===== config.mk =====
export PLATFORM = sky130hd
export DESIGN_NAME = sar_oneshot_seq
export DESIGN_NICKNAME = d
export VERILOG_FILES = /design/src/rtl/sar_pkg.sv /design/src/rtl/sar_clkdiv.sv /design/src/rtl/sar_ctrl.sv /design/src/rtl/sar_result_bank.sv /design/src/rtl/sar_oneshot_seq.sv
export SDC_FILE = /design/constraint.sdc
export NUM_CORES = 1
export LEC_CHECK = 0
export CAP_MARGIN = 5
export CORE_MARGIN = 1.5
export CORE_UTILIZATION = 35
export DETAILED_ROUTE_END_ITERATION = 8
export DONT_BUFFER_PORTS = 1
export MAX_ROUTING_LAYER = met4
export PLACE_DENSITY = 0.57
export SYNTH_ARGS = -nofsm -noshare
export SYNTH_HDL_FRONTEND = slang
export SYNTH_SLANG_ARGS = --single-unit

===== constraint.sdc =====
create_clock -name clk -period 2.72 [get_ports clk]
set_clock_uncertainty 0.15 [all_clocks]
set_input_delay 0.544 -clock clk [delete_from_list [all_inputs] [get_ports clk]]
set_output_delay 0.544 -clock clk [all_outputs]
set_load 0.01 [all_outputs]

===== src/rtl/sar_pkg.sv =====
package sar_pkg;

    typedef enum logic [1:0] {
        ST_IDLE    = 2'd0,
        ST_SAMPLE  = 2'd1,
        ST_CONVERT = 2'd2,
        ST_FINISH  = 2'd3
    } sar_state_e;

endpackage


===== src/rtl/sar_clkdiv.sv =====
module sar_clkdiv (
    input  logic       clk,
    input  logic       rst_n,
    input  logic       run,
    input  logic [1:0] div_sel,
    output logic       tick
);
    logic [1:0] cnt;
    logic [1:0] limit;

    always_comb begin
        unique case (div_sel)
            2'd0:    limit = 2'd3;
            2'd1:    limit = 2'd1;
            default: limit = 2'd0;
        endcase
    end

    always_ff @(posedge clk) begin
        if (!rst_n || !run) begin
            cnt <= '0;
        end else if (cnt == limit) begin
            cnt <= '0;
        end else begin
            cnt <= cnt + 2'd1;
        end
    end

    assign tick = run && (cnt == limit);
endmodule


===== src/rtl/sar_ctrl.sv =====
module sar_ctrl import sar_pkg::*; #(
    parameter int RES_W     = 10,
    parameter int LO_BITS   = 8,
    parameter int CHW       = 3,
    parameter int LEN_SH_LO = 28,
    parameter int LEN_SH_HI = 33,
    parameter int LEN_NS_LO = 49,
    parameter int LEN_NS_HI = 59
) (
    input  logic             clk,
    input  logic             rst_n,
    input  logic             start_req,
    input  logic [1:0]       cfg_div,
    input  logic             cfg_res10,
    input  logic [CHW-1:0]   cfg_chan,
    input  logic             sh_eff,
    input  logic             cfg_extamp,
    input  logic             tick,
    input  logic             cmp_in,
    input  logic             irq_ack,
    input  logic             irq_clr,
    output sar_state_e       state_o,
    output logic [RES_W-1:0] trial_o,
    output logic [RES_W-1:0] sar_o,
    output logic             start_flag_o,
    output logic             irq_o,
    output logic [CHW-1:0]   lat_chan_o,
    output logic [1:0]       lat_div_o,
    output logic             lat_ext_o
);
    localparam int TW = $clog2(LEN_NS_HI + 1);
    localparam int IW = $clog2(RES_W);

    sar_state_e       state, nxt;
    logic [TW-1:0]    tick_left, samp_ticks;
    logic [IW-1:0]    bit_idx, last_idx;
    logic [RES_W-1:0] sar_q;
    logic             res10_q;

    always_comb begin
        unique case ({cfg_res10, sh_eff})
            2'b00:   samp_ticks = TW'(LEN_NS_LO - LO_BITS);
            2'b01:   samp_ticks = TW'(LEN_SH_LO - LO_BITS);
            2'b10:   samp_ticks = TW'(LEN_NS_HI - RES_W);
            default: samp_ticks = TW'(LEN_SH_HI - RES_W);
        endcase
    end

    assign last_idx = res10_q ? '0 : IW'(RES_W - LO_BITS);

    // state register
    always_ff @(posedge clk) begin
        if (!rst_n) state <= ST_IDLE;
        else        state <= nxt;
    end

    always_comb begin
        nxt = state;
        unique case (state)
            ST_IDLE:    if (start_req) nxt = ST_SAMPLE;
            ST_SAMPLE:  if (tick && tick_left == TW'(1)) nxt = ST_CONVERT;
            ST_CONVERT: if (tick && bit_idx == last_idx) nxt = ST_FINISH;
            ST_FINISH:  nxt = ST_IDLE;
            default:    nxt = ST_IDLE;
        endcase
    end

    // outputs and datapath
    always_ff @(posedge clk) begin
        if (!rst_n) begin
            tick_left    <= '0;
            bit_idx      <= '0;
            sar_q        <= '0;
            res10_q      <= 1'b0;
            start_flag_o <= 1'b0;
            irq_o        <= 1'b0;
            lat_chan_o   <= '0;
            lat_div_o    <= '0;
            lat_ext_o    <= 1'b0;
        end else begin
            unique case (state)
                ST_IDLE: if (start_req) begin
                    tick_left    <= samp_ticks;
                    bit_idx      <= IW'(RES_W - 1);
                    sar_q        <= '0;
                    res10_q      <= cfg_res10;
                    start_flag_o <= 1'b1;
                    lat_chan_o   <= cfg_chan;
                    lat_div_o    <= cfg_div;
                    lat_ext_o    <= cfg_extamp;
                end
                ST_SAMPLE: if (tick) tick_left <= tick_left - TW'(1);
                ST_CONVERT: if (tick) begin
                    sar_q[bit_idx] <= cmp_in;
                    if (bit_idx != last_idx) bit_idx <= bit_idx - IW'(1);
                end
                ST_FINISH: start_flag_o <= 1'b0;
                default: ;
            endcase
            if (state == ST_FINISH)      irq_o <= 1'b1;
            else if (irq_ack || irq_clr) irq_o <= 1'b0;
        end
    end

    assign state_o = state;
    assign sar_o   = sar_q;
    assign trial_o = sar_q | ((state == ST_CONVERT)
                     ? ({{(RES_W-1){1'b0}}, 1'b1} << bit_idx) : '0);
endmodule


===== src/rtl/sar_result_bank.sv =====
module sar_result_bank #(
    parameter int CH_N  = 8,
    parameter int RES_W = 10,
    localparam int CHW  = $clog2(CH_N)
) (
    input  logic             clk,
    input  logic             rst_n,
    input  logic             wr_en,
    input  logic [CHW-1:0]   wr_idx,
    input  logic [RES_W-1:0] wr_data,
    input  logic [CHW-1:0]   rd_idx,
    output logic [RES_W-1:0] rd_data
);
    logic [RES_W-1:0] regs [CH_N];

    for (genvar g = 0; g < CH_N; g++) begin : g_ch
        always_ff @(posedge clk) begin
            if (!rst_n)                            regs[g] <= '0;
            else if (wr_en && wr_idx == CHW'(g))   regs[g] <= wr_data;
        end
    end

    assign rd_data = regs[rd_idx];
endmodule


===== src/rtl/sar_oneshot_seq.sv =====
module sar_oneshot_seq import sar_pkg::*; #(
    parameter int CH_N      = 8,
    parameter int RES_W     = 10,
    parameter int LO_BITS   = 8,
    parameter int LEN_SH_LO = 28,
    parameter int LEN_SH_HI = 33,
    parameter int LEN_NS_LO = 49,
    parameter int LEN_NS_HI = 59,
    localparam int CHW      = $clog2(CH_N)
) (
    input  logic             clk,
    input  logic             rst_n,
    input  logic [1:0]       cfg_div,
    input  logic             cfg_res10,
    input  logic [CHW-1:0]   cfg_chan,
    input  logic             cfg_sh_en,
    input  logic             cfg_slow_clk,
    input  logic             cfg_extamp,
    input  logic             sw_start_wr,
    input  logic             trig_sel,
    input  logic             trig_in,
    input  logic             cmp_in,
    input  logic             irq_ack,
    input  logic             irq_clr,
    input  logic [CHW-1:0]   rd_chan,
    output logic [RES_W-1:0] trial_code,
    output logic             start_flag,
    output logic             busy,
    output logic             irq,
    output logic [CHW-1:0]   mux_sel,
    output logic             exp0_route,
    output logic             conv_from_exp1,
    output logic [RES_W-1:0] rd_data
);
    sar_state_e       state_w;
    logic             trig_q, start_req, tick, run, lat_ext;
    logic [1:0]       lat_div;
    logic [RES_W-1:0] sar_w;

    always_ff @(posedge clk) begin
        if (!rst_n) trig_q <= 1'b0;
        else        trig_q <= trig_in;
    end

    assign start_req = sw_start_wr || (trig_sel && trig_in && !trig_q);
    assign run       = (state_w == ST_SAMPLE) || (state_w == ST_CONVERT);
    assign busy      = (state_w != ST_IDLE);

    sar_clkdiv u_div (
        .clk(clk), .rst_n(rst_n), .run(run), .div_sel(lat_div), .tick(tick)
    );

    sar_ctrl #(
        .RES_W(RES_W), .LO_BITS(LO_BITS), .CHW(CHW),
        .LEN_SH_LO(LEN_SH_LO), .LEN_SH_HI(LEN_SH_HI),
        .LEN_NS_LO(LEN_NS_LO), .LEN_NS_HI(LEN_NS_HI)
    ) u_ctrl (
        .clk(clk), .rst_n(rst_n), .start_req(start_req),
        .cfg_div(cfg_div), .cfg_res10(cfg_res10), .cfg_chan(cfg_chan),
        .sh_eff(cfg_sh_en && !cfg_slow_clk), .cfg_extamp(cfg_extamp),
        .tick(tick), .cmp_in(cmp_in), .irq_ack(irq_ack), .irq_clr(irq_clr),
        .state_o(state_w), .trial_o(trial_code), .sar_o(sar_w),
        .start_flag_o(start_flag), .irq_o(irq), .lat_chan_o(mux_sel),
        .lat_div_o(lat_div), .lat_ext_o(lat_ext)
    );

    sar_result_bank #(.CH_N(CH_N), .RES_W(RES_W)) u_bank (
        .clk(clk), .rst_n(rst_n), .wr_en(state_w == ST_FINISH),
        .wr_idx(mux_sel), .wr_data(sar_w), .rd_idx(rd_chan), .rd_data(rd_data)
    );

    assign exp0_route     = busy && lat_ext;
    assign conv_from_exp1 = busy && lat_ext;
endmodule


==> impl_metrics.toml, run 1 <==
[status]
status = "finished, final reports clean"

[route]
drt_first_pass_iters = 4
routed_wl_microns = 13100
routed_via_density = 5.16
wl_per_cell_microns = 18.7
drc_errors = 0
num_vias = 3606
drtIter0Drc = 274
postRouteAntennaNets = 0

[layout]
diodes = 0
nFillCells = 1480
num-nets-final = 501
final_util_pct = 41.3
drive_above_1_share_pct = 20.1
area_growth_pct = 15.7

[yosys]
synth_top_family_by_area = "simple AND/OR/NAND/NOR gates"
syn-cell-area_sq_um = 5640
synth-seq-area-share_pct = 54.6
ys_ff_latch = 114
synth_cell_type_count = 56
synth_edf_count = 80
syn_avg_cell_area_sq_um = 12.3
async_reset_ff_share_pct = 0
synthCells = 458
synth-compound-area-share_pct = 10.2
yosys.area_share.adder_pct = 2.44
synth-main-ff-cell = "edfxtp_1"
syn_nets = 489
synth.mux.area_fraction_pct = 12.1
synth_xor_area_share_pct = 0.443
ys_warn_count = 0
synth_simple_gate_area_share_pct = 17.8

[cts]
cts_resized = 0
clock-sinks = 114
clk_path_buf_depth = 2
htreeDepth = 4
holdBufCountCts = 0
cts_setup_buffers = 0
cts_tree = "built"
path_clk_slew_ns = 0.05
clock_latency_ns = 0.41
root_buffer = "clkbuf_16"
cts_buffers = 17

[power_and_ir_drop]
finalPower_mw = 5.79
vdd_drop_max_uv = 581
power-per-cell-area_nw_per_um2 = 887
p_leak_nw = 2.42

[timing]
finalSetupViolCount = 0
finalMaxSlewViolations = 0
hold_viol_final = 0
setup_tns_ns = 0
grt_setup_unrepaired = "false"
slew_headroom_pct = 47.6
max_freq_mhz = 406
worstMarginPinSlew_ns = 0.783
min_period_ns = 2.46
post-route-period-util_pct = 90.6
hold_slack_ns = 0.106

[setup_path]
cp.required_ns = 2.03
crit_path_end_kind = "output pin"
startpoint_type = "flop"
cp_max_fo = 10
cp.arrival_ns = 1.77
cpLargestDelayFamily = "adder cells"
slowest_stage = "ha_1"
cpPeakStageDelay_ns = 0.37
path_class = "flop to output pin"
path_buf_inv = 2
path_cells = "inv_1, ha_1, buf_4, nand3_1, nand2b_1"
reg2reg_slack_ns = 0.50

[global_routing]
grt_pass1_vias = 3664
grt_use_total_pct = 17.2
grt_overflow = 0
grt_max_degree = 34
antenna_found_initial = 0
grt_pass1_wl_microns = 20500

[place]
hpwl_microns = 8830
gp_congestion = 0.849
io_buffer_count = 0

[floorplan]
fp.dieH_microns = 130
rows = 46
start_util_pct = 35.7
dieArea_sq_um = 16900
die_x_microns = 130
pin_count = 48
fp.coreArea_sq_um = 15800

[job]
cap_violations = 0

[min_path]
hp-class = "primary input to flop"
-- cells by family after synthesis --
logic type / count (synthesis)
simple gates: 178
fa+ha+maj: 11
flops: 114
compound gates: 77
mux: 42
buf+inv: 34
xor+xnor: 2
-- metal layers --
metal	track usage, %	share of wire, %	up-vias
li1	-	-	1724
met3	5.17	5.1	13
met4	5.75	1.4	0
met2	28.7	51	97
met5	-	0	-
met1	19.9	42	1772
-- cell usage after synthesis (4+ instances only) --
library cell	number	area, sq um
mux4_2	20	450
nand2b_1	7	43.8
mux2_2	11	124
dfxtp_1	34	681
o21ai_0	15	75.1
mux2i_1	11	110
nand3_1	10	50.1
a31o_2	8	70.1
buf_2	5	25.0
o31ai_1	6	45.0
nor3_1	4	20.0
and2_1	81	507
nor2_1	32	120
clkbuf_1	14	52.6
inv_1	12	45.0
edfxtp_1	80	2400
a21oi_1	17	85.1
nand2_1	24	90.1
ha_1	11	138
a32o_1	8	80.1
-- state kept, by name (all words and copies together), names as in the netlist --
register             flops
u_bank.regs             80
u_ctrl.irq_o             1
u_ctrl.state_o           2
u_div.cnt                2
u_ctrl.lat_ext_o         1
u_ctrl.start_flag_o      1
u_ctrl.lat_div_o         2
u_ctrl.bit_idx           4
u_ctrl.lat_chan_o        3
u_ctrl.tick_left         6
trig_q                   1
u_ctrl.res10_q           1
u_ctrl.sar_o            10
-- cells in the final DEF (no fill, tap or decap), drive strengths merged, types with 2 or more instances in the layout --
master and count:
a21boi 3, a21oi 17, a31o 8, a32o 8, a41o 3, and2 81, and3 3, buf 14
bufinv 4, clkbuf 21, clkinv 6, clkinvlp 2, dfxtp 34, edfxtp 80, ha 11, inv 12
mux2 11, mux2i 11, mux4 20, nand2 24, nand2b 7, nand3 11, nor2 35, nor2b 3
nor3 7, o211ai 3, o21ai 19, o31ai 6, or3 2, xor2 2
-- layout make-up --
type	instances	area [sq um]	share of cell area, %
timing repair buffer	14	105	1.61
tap	216	270	4.14
sequential	114	3080	47.2
multi-input combinational	310	2420	37.1
inverter	13	48.8	0.747
clock buffer	21	440	6.74
clock inverter	11	161	2.47
-- where the power goes --
group          switching (mW)  internal [mW]  total (mW)
clock network           0.762           1.52        2.28
logic                   0.849          0.502        1.35
registers               0.146           2.01        2.16
total                    1.76           4.04        5.79
-- worst paths after layout --
kind                                   from                             to  cells past startpoint
max          u_ctrl.state_o[0]$_SDFFE_PN0P_                  trial_code[9]                      5
min reg2reg   u_ctrl.lat_ext_o$_SDFFE_PN0P_  u_ctrl.lat_ext_o$_SDFFE_PN0P_                      2
max reg2reg  u_ctrl.state_o[0]$_SDFFE_PN0P_   u_ctrl.sar_o[3]$_SDFFE_PN0P_                      7
min                                 trig_in              trig_q$_SDFF_PN0_                      1
-- per-stage QoR --
step	std cells	setup WS, ns	instance area, sq um
2_1_floorplan	458	0.398	5640
3_3_place_gp	667	0.568	5930
3_5_place_dp	667	0.501	5930
4_1_cts	699	0.235	6530
5_1_grt	699	0.162	6530
6_report	699	0.256	6530
Power figures use the tool's default switching activity.
==> run 2, diff against run 1 <==
--- a/config.mk
+++ b/config.mk
@@ -10,6 +10,7 @@
 export CORE_UTILIZATION = 35
 export DETAILED_ROUTE_END_ITERATION = 8
 export DONT_BUFFER_PORTS = 1
+export GPL_TIMING_DRIVEN = 0
 export MAX_ROUTING_LAYER = met4
 export PLACE_DENSITY = 0.57
 export SYNTH_ARGS = -nofsm -noshare
==> run 2 against run 1 <==
Effect of this change: setup slack lost 0.049 ns; sequential share of layout area is 0.18 points lower; critical path depth did not move; combinational power is essentially flat; clock power decreased by 7%; count of clock-buffer cells in the layout decreased by 2; sequential cell count stayed put; core utilization is 0.16 points higher; non-clock buffer count increased by 15; hold slack better by 0.00080 ns; first-iteration DRC count fell by 16%; critical endpoint is now trial_code[4]; highest routed layer unchanged.
==> impl_metrics.toml, run 2 (synthesis gave the netlist of run 1 again) <==
[power_and_ir_drop]
p_leak_nw = 2.42
switchingPower_mw = 1.80
p_sw_share_pct = 31.9
seqPwrFrac_pct = 38.1
p_int_mw = 3.84
vdd_drop_max_uv = 509
p_clk_share_pct = 37.6
power-per-cell-area_nw_per_um2 = 861
p_comb_share_pct = 24.3

[cts]
clk_path_buf_depth = 2
clock_latency_ns = 0.41
htreeDepth = 4
cts_buffers = 17
cts_tree = "built"
root_buffer = "clkbuf_16"
path_clk_slew_ns = 0.06
clock-sinks = 114

[global_routing]
grt_pass1_vias = 3756
antenna_found_initial = 0
grt_max_degree = 17
grt_overflow = 0
grt_use_total_pct = 17.2
grt_pass1_wl_microns = 20500

[route]
postRouteAntennaNets = 0
drc_errors = 0
routed_wl_microns = 13200
routed_via_density = 5.17
drtIter0Drc = 229
wl_per_cell_microns = 18.5
drt_first_pass_iters = 5
num_vias = 3688

[floorplan]
fp.coreArea_sq_um = 15800
rows = 46
fp.dieH_microns = 130
pin_count = 48
start_util_pct = 35.7
dieArea_sq_um = 16900
die_x_microns = 130

[timing]
finalSetupViolCount = 0
hold_viol_final = 0
grt_setup_unrepaired = "false"
worstMarginPinSlew_ns = 1.02
min_period_ns = 2.51
max_freq_mhz = 398
finalMaxSlewViolations = 0
post-route-period-util_pct = 92.4
hold_slack_ns = 0.107
slew_headroom_pct = 31.7

[min_path]
hp-class = "primary input to flop"

[layout]
num-nets-final = 516
layout_common_cells = "and2_1, edfxtp_1, dfxtp_1"
top_register = "u_bank.regs"
final_area_sq_um = 6560
diodes = 0
final_util_pct = 41.4
drive_above_1_share_pct = 20.9
area_growth_pct = 16.2
final_common_cell = "and2_1"
largest_register_ffs = 80

[setup_path]
path_class = "flop to output pin"
crit_path_end_kind = "output pin"
cp.required_ns = 2.03
startpoint_type = "flop"
cp.arrival_ns = 1.82
cp_max_fo = 10

[job]
cap_violations = 0

[status]
status = "finished, final reports clean"

[place]
postPlaceCellArea_sq_um = 5980
gp_congestion = 0.901
io_buffer_count = 0
hpwl_microns = 9440
[run 2: changes by cell type in the layout (fill, tap and decap cells not counted), moves of 2 or more]
| cell | previous run | this run |
|---|---|---|
| clkbuf_1 | 4 | 15 |
| o31ai_2 | 0 | 2 |
| clkinv_1 | 3 | 1 |
| o21ai_1 | 1 | 7 |
| bufinv_16 | 4 | 2 |
| clkinv_4 | 1 | 3 |
| buf_4 | 14 | 9 |
| o31ai_1 | 6 | 4 |
| buf_2 | 0 | 5 |
| o21ai_0 | 15 | 9 |
| clkinvlp_4 | 2 | 5 |
[run 2: cell type report]
type	count	area, sq um
tap	216	270
inverter	13	48.8
clock inverter	13	139
sequential	114	3080
timing repair buffer	8	60.1
multi-input combinational	310	2430
buffer	21	90.1
clock buffer	19	433
fill	1471	9270
[run 2: critical path, cell delays in order, from the launching register on]
cell and delay (ns):
dfxtp_1 0.39, inv_1 0.09, ha_1 0.20, clkbuf_1 0.20, clkbuf_2 0.24, a31o_2 0.30
[run 2: per-stage QoR]
stage | worst slack, ns | setup TNS [ns] | std cells | total power [mW]
finish | 0.208 | 0 | 714 | 5.65
global route | 0.119 | 0 | 714 | 5.94
CTS | 0.0433 | 0 | 714 | 5.69
detailed placement | 0.187 | 0 | 682 | 3.56
global placement | -0.128 | -6.87 | 674 | 3.51
floorplan | 0.398 | 0 | 458 | 3.21
[run 2: final timing paths]
path	from	end	slack, ns	depth (start not counted)
setup / recovery	u_ctrl.state_o[0]$_SDFFE_PN0P_	trial_code[4]	0.21	5
hold / removal	trig_in	trig_q$_SDFF_PN0_	0.11	1
setup reg to reg	u_ctrl.state_o[0]$_SDFFE_PN0P_	u_ctrl.sar_o[2]$_SDFFE_PN0P_	0.44	7
hold reg to reg	u_ctrl.lat_ext_o$_SDFFE_PN0P_	u_ctrl.lat_ext_o$_SDFFE_PN0P_	0.34	2
[run 2: timing repair]
item,4_1_cts,5_1_grt
setup buffers,0,0
resized for setup,0,2
hold buffers,0,0
setup endpoints to repair,0,8
[run 2: power by group through the flow]
stage / registers (mW) / logic (mW) / clock network (mW)
floorplan: 2.15 / 1.06 / 0
global route: 2.17 / 1.52 / 2.25
detailed placement: 2.18 / 1.37 / 0
finish: 2.15 / 1.37 / 2.12
CTS: 2.15 / 1.38 / 2.16
global placement: 2.18 / 1.33 / 0
[run 2: routing by layer]
metal	vias up	wire length, microns	track usage, %
met5	-	0	-
met4	0	121	4.77
met3	12	676	5.17
met2	92	6770	28.5
met1	1840	5620	20.4
li1	1744	-	-
